### config.mk
export PLATFORM = sky130hd
export DESIGN_NAME = stat_led_shifter
export DESIGN_NICKNAME = d
export VERILOG_FILES = /design/src/rtl/stat_led_pkg.sv /design/src/rtl/util_bar.sv /design/src/rtl/frame_timer.sv /design/src/rtl/frame_builder.sv /design/src/rtl/burst_shifter.sv /design/src/rtl/stat_led_shifter.sv
export SDC_FILE = /design/constraint.sdc
export NUM_CORES = 1
export LEC_CHECK = 0
export BUFFER_PORTS_ARGS = -buffer_cell sky130_fd_sc_hd__buf_2
export CAP_MARGIN = 5
export CORE_AREA = 2 2 104 106
export DETAILED_ROUTE_END_ITERATION = 6
export DIE_AREA = 0 0 106 108
export HOLD_SLACK_MARGIN = 0.03
export PLACE_DENSITY = 0.8
export SLEW_MARGIN = 0
export SYNTH_ARGS = -nofsm -noshare
export SYNTH_HDL_FRONTEND = slang
export SYNTH_SLANG_ARGS = --single-unit
### constraint.sdc
create_clock -name clk -period 4.15 [get_ports clk]
set_clock_uncertainty 0.15 [all_clocks]
set_input_delay 0.415 -clock clk [delete_from_list [all_inputs] [get_ports clk]]
set_output_delay 0.415 -clock clk [all_outputs]
set_load 0.1 [all_outputs]
### src/rtl/stat_led_pkg.sv
package stat_led_pkg;

  localparam int PORTS      = 5;
  localparam int FRAME_BITS = 16;
  localparam int LINES      = 3;
  localparam int SEGS       = 8;
  localparam int PCT_W      = 7;
  localparam int HDR1       = 5;   // fixed/global bits ahead of activity on line 1

  typedef enum logic [2:0] {
    LT_ON_A,
    LT_OFF_A,
    LT_ON_B,
    LT_OFF_B,
    LT_RUN
  } lamp_e;

  typedef logic [LINES-1:0][FRAME_BITS-1:0] frame_t;

  // Percent at which bar segment idx turns on
  function automatic logic [PCT_W-1:0] seg_threshold(input int idx);
    case (idx)
      0:       return PCT_W'(1);
      1:       return PCT_W'(5);
      2:       return PCT_W'(10);
      3:       return PCT_W'(15);
      4:       return PCT_W'(30);
      5:       return PCT_W'(40);
      6:       return PCT_W'(60);
      default: return PCT_W'(80);
    endcase
  endfunction

endpackage

### src/rtl/util_bar.sv
module util_bar
  import stat_led_pkg::*;
#(
  parameter int NSEG = SEGS
) (
  input  logic [PCT_W-1:0] pct_i,
  output logic [NSEG-1:0]  bar_n_o
);

  // one comparator per segment, lit segment driven low
  for (genvar k = 0; k < NSEG; k++) begin : g_seg
    assign bar_n_o[k] = (pct_i >= seg_threshold(k)) ? 1'b0 : 1'b1;
  end

endmodule

### src/rtl/frame_timer.sv
module frame_timer
  import stat_led_pkg::*;
#(
  parameter int FRAME_CYC     = 3125000,
  parameter int LAMP_CYC      = 20960000,
  parameter int LAMP_DARK_CYC = 10480000
) (
  input  logic  clk,
  input  logic  rst_n,
  output logic  start_o,
  output lamp_e lamp_o
);

  localparam int FW    = $clog2(FRAME_CYC + 1);
  localparam int LMAX  = (LAMP_CYC > LAMP_DARK_CYC) ? LAMP_CYC : LAMP_DARK_CYC;
  localparam int LW    = $clog2(LMAX + 1);

  logic [FW-1:0] fcnt;
  logic [LW-1:0] lcnt;
  logic [LW-1:0] phase_last;
  lamp_e         state;

  // free-running refresh counter, burst on count zero
  always_ff @(posedge clk or negedge rst_n) begin
    if (!rst_n) begin
      fcnt <= '0;
    end else if (fcnt == FW'(FRAME_CYC - 1)) begin
      fcnt <= '0;
    end else begin
      fcnt <= fcnt + 1'b1;
    end
  end

  assign start_o = (fcnt == '0);

  // lamp-test sequencer
  assign phase_last = (state == LT_OFF_B) ? LW'(LAMP_DARK_CYC - 1) : LW'(LAMP_CYC - 1);

  always_ff @(posedge clk or negedge rst_n) begin
    if (!rst_n) begin
      state <= LT_ON_A;
      lcnt  <= '0;
    end else if (state != LT_RUN) begin
      if (lcnt == phase_last) begin
        lcnt <= '0;
        case (state)
          LT_ON_A:  state <= LT_OFF_A;
          LT_OFF_A: state <= LT_ON_B;
          LT_ON_B:  state <= LT_OFF_B;
          default:  state <= LT_RUN;
        endcase
      end else begin
        lcnt <= lcnt + 1'b1;
      end
    end
  end

  assign lamp_o = state;

endmodule

### src/rtl/frame_builder.sv
module frame_builder
  import stat_led_pkg::*;
(
  input  lamp_e            lamp_i,
  input  logic [PORTS-1:0] jab_i,
  input  logic [PORTS-1:0] part_i,
  input  logic [PORTS-1:0] act_i,
  input  logic             gpart_i,
  input  logic             ramfail_i,
  input  logic             col10_i,
  input  logic             col100_i,
  input  logic [PCT_W-1:0] util10_i,
  input  logic [PCT_W-1:0] util100_i,
  output frame_t           frame_o
);

  logic [FRAME_BITS-1:0] ln0, ln1, ln2;
  logic [SEGS-1:0]       bar10_n, bar100_n;

  util_bar #(.NSEG(SEGS)) u_bar10  (.pct_i(util10_i),  .bar_n_o(bar10_n));
  util_bar #(.NSEG(SEGS)) u_bar100 (.pct_i(util100_i), .bar_n_o(bar100_n));

  // per-port fields, highest port first
  for (genvar i = 0; i < PORTS; i++) begin : g_port
    assign ln0[i]         = ~jab_i[PORTS-1-i];
    assign ln0[PORTS+i]   = ~part_i[PORTS-1-i];
    assign ln1[HDR1+i]    = ~act_i[PORTS-1-i];
  end
  for (genvar i = 2*PORTS; i < FRAME_BITS; i++) begin : g_pad0
    assign ln0[i] = 1'b1;
  end
  for (genvar i = HDR1 + PORTS; i < FRAME_BITS; i++) begin : g_pad1
    assign ln1[i] = 1'b1;
  end

  assign ln1[0] = 1'b0;
  assign ln1[1] = ~gpart_i;
  assign ln1[2] = ~ramfail_i;
  assign ln1[3] = ~col10_i;
  assign ln1[4] = ~col100_i;

  // top segment first, 10 Mb/s bar then 100 Mb/s bar
  for (genvar i = 0; i < SEGS; i++) begin : g_bar
    assign ln2[i]      = bar10_n[SEGS-1-i];
    assign ln2[SEGS+i] = bar100_n[SEGS-1-i];
  end

  always_comb begin
    case (lamp_i)
      LT_ON_A, LT_ON_B:   frame_o = '0;
      LT_OFF_A, LT_OFF_B: frame_o = '1;
      default: begin
        frame_o[0] = ln0;
        frame_o[1] = ln1;
        frame_o[2] = ln2;
      end
    endcase
  end

endmodule

### src/rtl/burst_shifter.sv
module burst_shifter
  import stat_led_pkg::*;
#(
  parameter int HALF_CYC = 1
) (
  input  logic             clk,
  input  logic             rst_n,
  input  logic             start_i,
  input  frame_t           frame_i,
  output logic             led_clk_o,
  output logic [LINES-1:0] led_dat_o
);

  localparam int HW = $clog2(HALF_CYC + 1);
  localparam int BW = $clog2(FRAME_BITS);

  logic          busy;
  logic          clk_q;
  logic [HW-1:0] hcnt;
  logic [BW-1:0] bcnt;
  frame_t        sh;

  // frame captured only when a burst starts
  always_ff @(posedge clk or negedge rst_n) begin
    if (!rst_n) begin
      busy  <= 1'b0;
      clk_q <= 1'b0;
      hcnt  <= '0;
      bcnt  <= '0;
      sh    <= '1;
    end else if (!busy) begin
      if (start_i) begin
        busy  <= 1'b1;
        clk_q <= 1'b0;
        hcnt  <= '0;
        bcnt  <= '0;
        sh    <= frame_i;
      end
    end else if (hcnt == HW'(HALF_CYC - 1)) begin
      hcnt  <= '0;
      clk_q <= ~clk_q;
      if (clk_q) begin
        // advance data on the falling edge only
        for (int l = 0; l < LINES; l++) begin
          sh[l] <= {1'b1, sh[l][FRAME_BITS-1:1]};
        end
        bcnt <= bcnt + 1'b1;
        if (bcnt == BW'(FRAME_BITS - 1)) begin
          busy <= 1'b0;   // stop after sixteen pulses
        end
      end
    end else begin
      hcnt <= hcnt + 1'b1;
    end
  end

  assign led_clk_o = clk_q;

  // idle lines rest high
  for (genvar l = 0; l < LINES; l++) begin : g_line
    assign led_dat_o[l] = busy ? sh[l][0] : 1'b1;
  end

endmodule

### src/rtl/stat_led_shifter.sv
module stat_led_shifter
  import stat_led_pkg::*;
#(
  parameter int LED_HALF_CYC  = 1,
  parameter int FRAME_CYC     = 3125000,
  parameter int LAMP_CYC      = 20960000,
  parameter int LAMP_DARK_CYC = 10480000
) (
  input  logic             clk,
  input  logic             rst_n,
  input  logic [4:0]       jab_i,
  input  logic [4:0]       part_i,
  input  logic [4:0]       act_i,
  input  logic             gpart_i,
  input  logic             ramfail_i,
  input  logic             col10_i,
  input  logic             col100_i,
  input  logic [6:0]       util10_i,
  input  logic [6:0]       util100_i,
  output logic             led_clk_o,
  output logic [2:0]       led_dat_o
);

  logic   start;
  lamp_e  lamp;
  frame_t frame;

  frame_timer #(
    .FRAME_CYC    (FRAME_CYC),
    .LAMP_CYC     (LAMP_CYC),
    .LAMP_DARK_CYC(LAMP_DARK_CYC)
  ) u_timer (
    .clk    (clk),
    .rst_n  (rst_n),
    .start_o(start),
    .lamp_o (lamp)
  );

  frame_builder u_build (
    .lamp_i   (lamp),
    .jab_i    (jab_i),
    .part_i   (part_i),
    .act_i    (act_i),
    .gpart_i  (gpart_i),
    .ramfail_i(ramfail_i),
    .col10_i  (col10_i),
    .col100_i (col100_i),
    .util10_i (util10_i),
    .util100_i(util100_i),
    .frame_o  (frame)
  );

  burst_shifter #(.HALF_CYC(LED_HALF_CYC)) u_shift (
    .clk      (clk),
    .rst_n    (rst_n),
    .start_i  (start),
    .frame_i  (frame),
    .led_clk_o(led_clk_o),
    .led_dat_o(led_dat_o)
  );

endmodule

======== Word level (Yosys, flattened, before mapping) ========
Index checks and enable logic that the tools add are counted.
word-level totals
  bits in registers ....................... 105
  word-level logic and storage cells ...... 109
cells by class
  add/subtract/negate cells ............... 4
  order comparisons ....................... 16
  equal/unequal tests ..................... 9
  multiplexer cells ....................... 42
  bitwise operators ....................... 20
  reduce and logical (&&, ||, !) cells .... 8
operators with widths
  kind                     number
  $mux W48                 4
  $pmux W48 S2             1
  $mux W25                 2
  $mux W1                  29
  $ge A7 B4 Y1 const B     4
  $ge A7 B6 Y1 const B     4
  $add A25 B1 Y25 const B  1
  $eq A25 B25 Y1           1
  $add A22 B1 Y22 const B  1
  $eq A22 B22 Y1 const B   1
  $logic_not A22 Y1        1
  $mux W22                 1
  $not A1 Y1               20
  $mux W4                  4
  $ge A7 B1 Y1 const B     2
  $ge A7 B3 Y1 const B     2
  $ge A7 B5 Y1 const B     2
  $ge A7 B7 Y1 const B     2
  $pmux W3 S3              1
  $eq A3 B2 Y1 const B     2
  $add A4 B1 Y4 const B    1
  $eq A4 B4 Y1 const B     1
  $ne A2 B2 Y1 const B     2
  $reduce_and A2 Y1        2
  7 further kinds          8

======== Depth between registers and ports, before layout ========
  depth in word-level cells ............... 5
  gate-level depth with buffers ........... 9

======== By module ========
A second synthesis with hierarchy kept.
unflattened totals
  cells, all modules ...................... 604
  area, all modules ....................... 5741.8 um^2
modules (own cells, without submodules)
  module         instances  cells an instance  area each (um^2)
  burst_shifter  1          240                2585.0
  frame_timer    1          262                2572.5
  frame_builder  1          74                 384.1
  util_bar       2          14                 100.1

======== Least setup slack after synthesis ========
Ideal clock, no wire load.
  path type ............................... register to register
  start point ............................. reg u_shift.clk_q (netlist: u_shift.led_clk_o)
  end point ............................... reg u_shift.bcnt[1]
  library setup time ...................... 0.120 ns
  arrival time ............................ 2.186 ns
  data required time ...................... 3.880 ns
  setup slack ............................. 1.694 ns
  stages on the path, launching flop included .. 6
  path buffers ............................ 2
  cells stage by stage .................... dfrtp_1 buf_2 buf_1 mux2i_1 nor2_1 a31o_2
on the way
  cells in the longest elaborated chain, start to end .. 2
ends and longest elaborated chain
  element                             line                 source
  from (decl)                         burst_shifter.sv:18  logic clk_q;
  from (signal assigned)              burst_shifter.sv:41  clk_q <= ~clk_q;
  $ne A2 B2 Y1 (no source line)       n/a
  $reduce_and A3 Y1 (no source line)  n/a
  to (signal assigned)                burst_shifter.sv:47  bcnt <= bcnt + 1'b1;
  to (decl)                           burst_shifter.sv:20  logic [BW-1:0] bcnt;
Every way passes these cells.
A chain may end at the register's enable or synchronous reset.

======== Final worst setup path ========
  start point ............................. reg u_timer.state[2] (netlist: u_timer.lamp_o[2])
  end point ............................... reg u_timer.lcnt[9]
on the way
  cells in the longest elaborated chain, start to end .. 4
  elaborated cells on any way between the ends .. 5
  classes of those cells .................. eq/ne: 3; mux: 2
ends and longest elaborated chain
  element                 line               source
  from (decl)             frame_timer.sv:21  lamp_e state;
  from (signal assigned)  frame_timer.sv:41  state <= LT_ON_A;
  from (signal assigned)  frame_timer.sv:47  LT_ON_A: state <= LT_OFF_A;
  from (signal assigned)  frame_timer.sv:48  LT_OFF_A: state <= LT_ON_B;
  $eq A3 B2 Y1            frame_timer.sv:37  assign phase_last = (state == LT_OFF_B) ? LW'(LAMP_DARK_CYC - 1) : LW'(LAMP_CYC - 1);
  $mux W25                frame_timer.sv:37
  $eq A25 B25 Y1          frame_timer.sv:44  if (lcnt == phase_last) begin
  $mux W25                frame_timer.sv:44
  to (signal assigned)    frame_timer.sv:53  lcnt <= lcnt + 1'b1;
  to (decl)               frame_timer.sv:19  logic [LW-1:0] lcnt;
Several ways; a longest one is shown, not always the timed one.

==> results.md <==
* Outcome: complete, no violations
* Highest Clock Rate at 366 MHz
* Post-CTS sizing at 0
* Initial DRC Count at 235
* Post-Syn Nets at 636
* Synth warn at 0
* Pwr dens at 262 mW/mm^2
* Busiest layer in global routing: met2
* Clock Latency Late Sink at 0.37 ns
* Avg Cell Area, Syn at 9.36 um^2
* Initial Utilization at 54.6%
* Post-synthesis xor/xnor area fraction at 6.27%
* Crit path launch type: flop
* FFs w/ async S/R, synth at 100%
* Die extent in x at 106 um
* Initial antenna violation count at 0
* Share of layout cells above drive strength 1 at 18.6%
* Vias at 4485
* H-tree Lvls at 3
* Post-route DRC at 0
* Number of global-route vias before repair at 4374
* Largest family of logic cells by synthesized area: simple AND/OR/NAND/NOR gates
* Peak VDD IR at 0.175 mV
* Met2 Usage GRT at 36.6%
* Synthesis-stage register bit count at 98
* Crit path capture type: flop
* Multiplexer share of the synthesized area at 9.24%
* CTS buffer count at 9
* # rows at 37
* Clk slew on worst S/H paths at 0.09 ns
* WP buf/inv at 0
* Simple-gate share of the synthesized area at 24.3%
* Synth top area cells: dfrtp_1, dfstp_2, mux2i_1
* Reg2Reg Depth at 4
* Post-detail-place hpwl at 7750 um
* Post-synthesis cell type count at 54
* CTS tree: yes
* CP delay by family, top: compound AO/OA/AOI/OAI gates
* Number of synthesized flops with an enable pin at 0
* DRT antenna net count at 0
* # clock sinks at 98
* Biggest area consumer among synthesized cells: dfrtp_1
* Setup Fix Bufs, Post-CTS at 0
* Root Buffer: clkbuf_8
* Placed cells at 744
* Placer Congestion at 0.821
* Layout Cells excl Fill at 760
* Via-to-Cell Ratio at 5.90
* DIE AREA at 0.0114 mm^2
* Leak Pwr at 2.63 nW
* Sequential cell area fraction in the yosys report at 44.8%
* Fin. max-slew vios at 0
* Worst-margin pin slew at 1.03 ns
* Area Growth Syn to Fin at 8.10%
* Worst min path class: in2async
* Post-Synth Adder-Cell Area at 0.895%
* Setup slack, reg-to-reg at 1.42 ns
* WP data arrival at 2.81 ns
* Die Ht at 108 um
* # hold bufs at CTS at 0
* Mapped Area at 0.00559 mm^2
* Critical Path RT at 4.23 ns
* R2r startpoint: u_timer.lamp_o[2]$_DFFE_PN0P_
* Fraction of the mapped netlist area in compound gates at 11.6%
* Pin count of the biggest net entering global routing at 82
* First-pass DRT Iterations at 5
* Final setup viols at 0
* First-pass GRT wire length at 20000 um
* GR Util met1 at 27.2%
* ANT cells at 0
* Setup TNS at 0 ns
* Overall Global Routing Usage at 21.4%
* GRT overflow at 0
* Fin crit period at 2.73 ns
* Max incr delay on CP at 0.86 ns
* Bufs on Longest Clock Path at 2
* Crit Path Category: reg2reg
* Routed WL per cell at 15.4 um
* Top cell type's share of synthesized area at 25.1%
* Critical path peak fanout at 31
* Met3 GRT Util at 4.40%
* WHS at 0.0554 ns
* Post-Synthesis Cells at 597
* Post-Route WL at 11700 um
* Ys flop type: dfrtp_1
* Worst path slowest cell: dfrtp_1
* Period utilisation layout at 65.8%
* RSZ-0062 raised after global routing: no
* Slew headroom at 31.6%
* PortBufs at 38
* Max cap viols at 0
* Capturing point of the worst reg2reg path: u_timer.lcnt[9]$_DFFE_PN0P_
* Boundary Pins at 39
* Fin. Hold Viols at 0
* Final #Nets at 658
* Core area at 0.0102 mm^2
* Worst path cell trace: nor2b_1, a2111oi_2, o2111a_1, nor2_1
synthesized netlist by cell type, types with 17 or more instances:
library cell and count:
nand4_1 18, dfrtp_1 56, xnor2_1 17, mux2i_1 46, nor2_1 63, a31oi_1 28, nand2_1 59, o21ai_0 32
clkbuf_1 23, dfstp_2 42, nand3_1 33, xor2_1 23, and2_1 22
area by class of cell:
cell class / instances / area (um^2)
fill: 874 / 4190
multi-input combinational: 460 / 2930
sequential: 98 / 2510
timing repair buffer: 43 / 230
tap: 136 / 170
clock buffer: 13 / 159
inverter: 7 / 26.3
clock inverter: 3 / 22.5
kinds of logic after synthesis:
logic type               after synthesis
AO/OA/AOI/OAI                        102
XOR/XNOR                              40
adder cells (fa/ha/maj)                4
buffers and inverters                 39
flip-flops                            98
multiplexers                          51
AND/OR/NAND/NOR                      263
report_power, final:
group	switching [mW]	total (mW)	internal (mW)
sequential	0	0.956	0.956
combinational	0.0305	0.0452	0.0147
clock	0.329	0.582	0.253
layout by cell type, fill, tap and decap left out, types with 5 or more instances in the layout:
master / instances
and4_1: 5
dfstp_2: 42
nand3_1: 33
nor4_1: 7
mux2_2: 5
nor2b_1: 15
nand2_1: 59
nand2b_1: 7
a31oi_1: 28
nor2_1: 63
and2_1: 22
mux2i_1: 46
clkbuf_8: 11
buf_2: 37
xor2_1: 23
a21oi_1: 5
and3_1: 8
nand4_1: 18
o211ai_1: 5
xnor2_1: 17
o21ai_0: 32
dfrtp_1: 55
inv_1: 6
o21ai_1: 10
buf_4: 6
nor3_1: 7
flip-flops by register name, summed over array words and instances, names as in the netlist:
signal,flops
u_shift.led_clk_o,1
u_shift.sh,42
u_shift.busy,1
u_timer.lcnt,25
u_shift.bcnt,4
u_timer.lamp_o,3
u_timer.fcnt,22
stage by stage:
stage,utilization [%],setup slack [ns],instance area [um^2],power (mW)
finish,59.1,1.42,6040,1.58
global route,59.1,1.15,6040,1.64
CTS,59.1,1.41,6040,1.61
detailed placement,57.3,1.43,5860,1.02
global placement,57.3,1.51,5860,1.02
floorplan,-,1.69,5590,0.978
per-layer routing:
metal,vias to the layer above,share of wire (%),routed length (um)
met5,-,0,0
met4,0,1.7,201
met3,20,3.3,383
met2,81,50,5830
met1,2200,45,5290
li1,2184,-,-
worst reg2reg max path, delay by kind of cell, from the launching register on:
family / cells / cell delay (ns)
DFF: 1 / 0.86
and+or+nand+nor: 2 / 0.43
AOI/OAI and AO/OA: 2 / 1.15
worst max path at each step:
stage                                  start                           to  depth (start not counted)
2_1_floorplan  u_shift.led_clk_o$_DFFE_PN0P_  u_shift.bcnt[1]$_DFFE_PN0P_                          5
5_1_grt        u_timer.lamp_o[2]$_DFFE_PN0P_  u_timer.lcnt[9]$_DFFE_PN0P_                          4
3_3_place_gp       u_timer.fcnt[0]$_DFF_PN0_   u_shift.sh[40]$_DFFE_PN1P_                          7
6_report       u_timer.lamp_o[2]$_DFFE_PN0P_  u_timer.lcnt[9]$_DFFE_PN0P_                          4
3_5_place_dp   u_timer.lamp_o[2]$_DFFE_PN0P_  u_timer.lcnt[9]$_DFFE_PN0P_                          4
4_1_cts        u_timer.lamp_o[2]$_DFFE_PN0P_  u_timer.lcnt[9]$_DFFE_PN0P_                          4
Power figures use the tool's default switching activity.
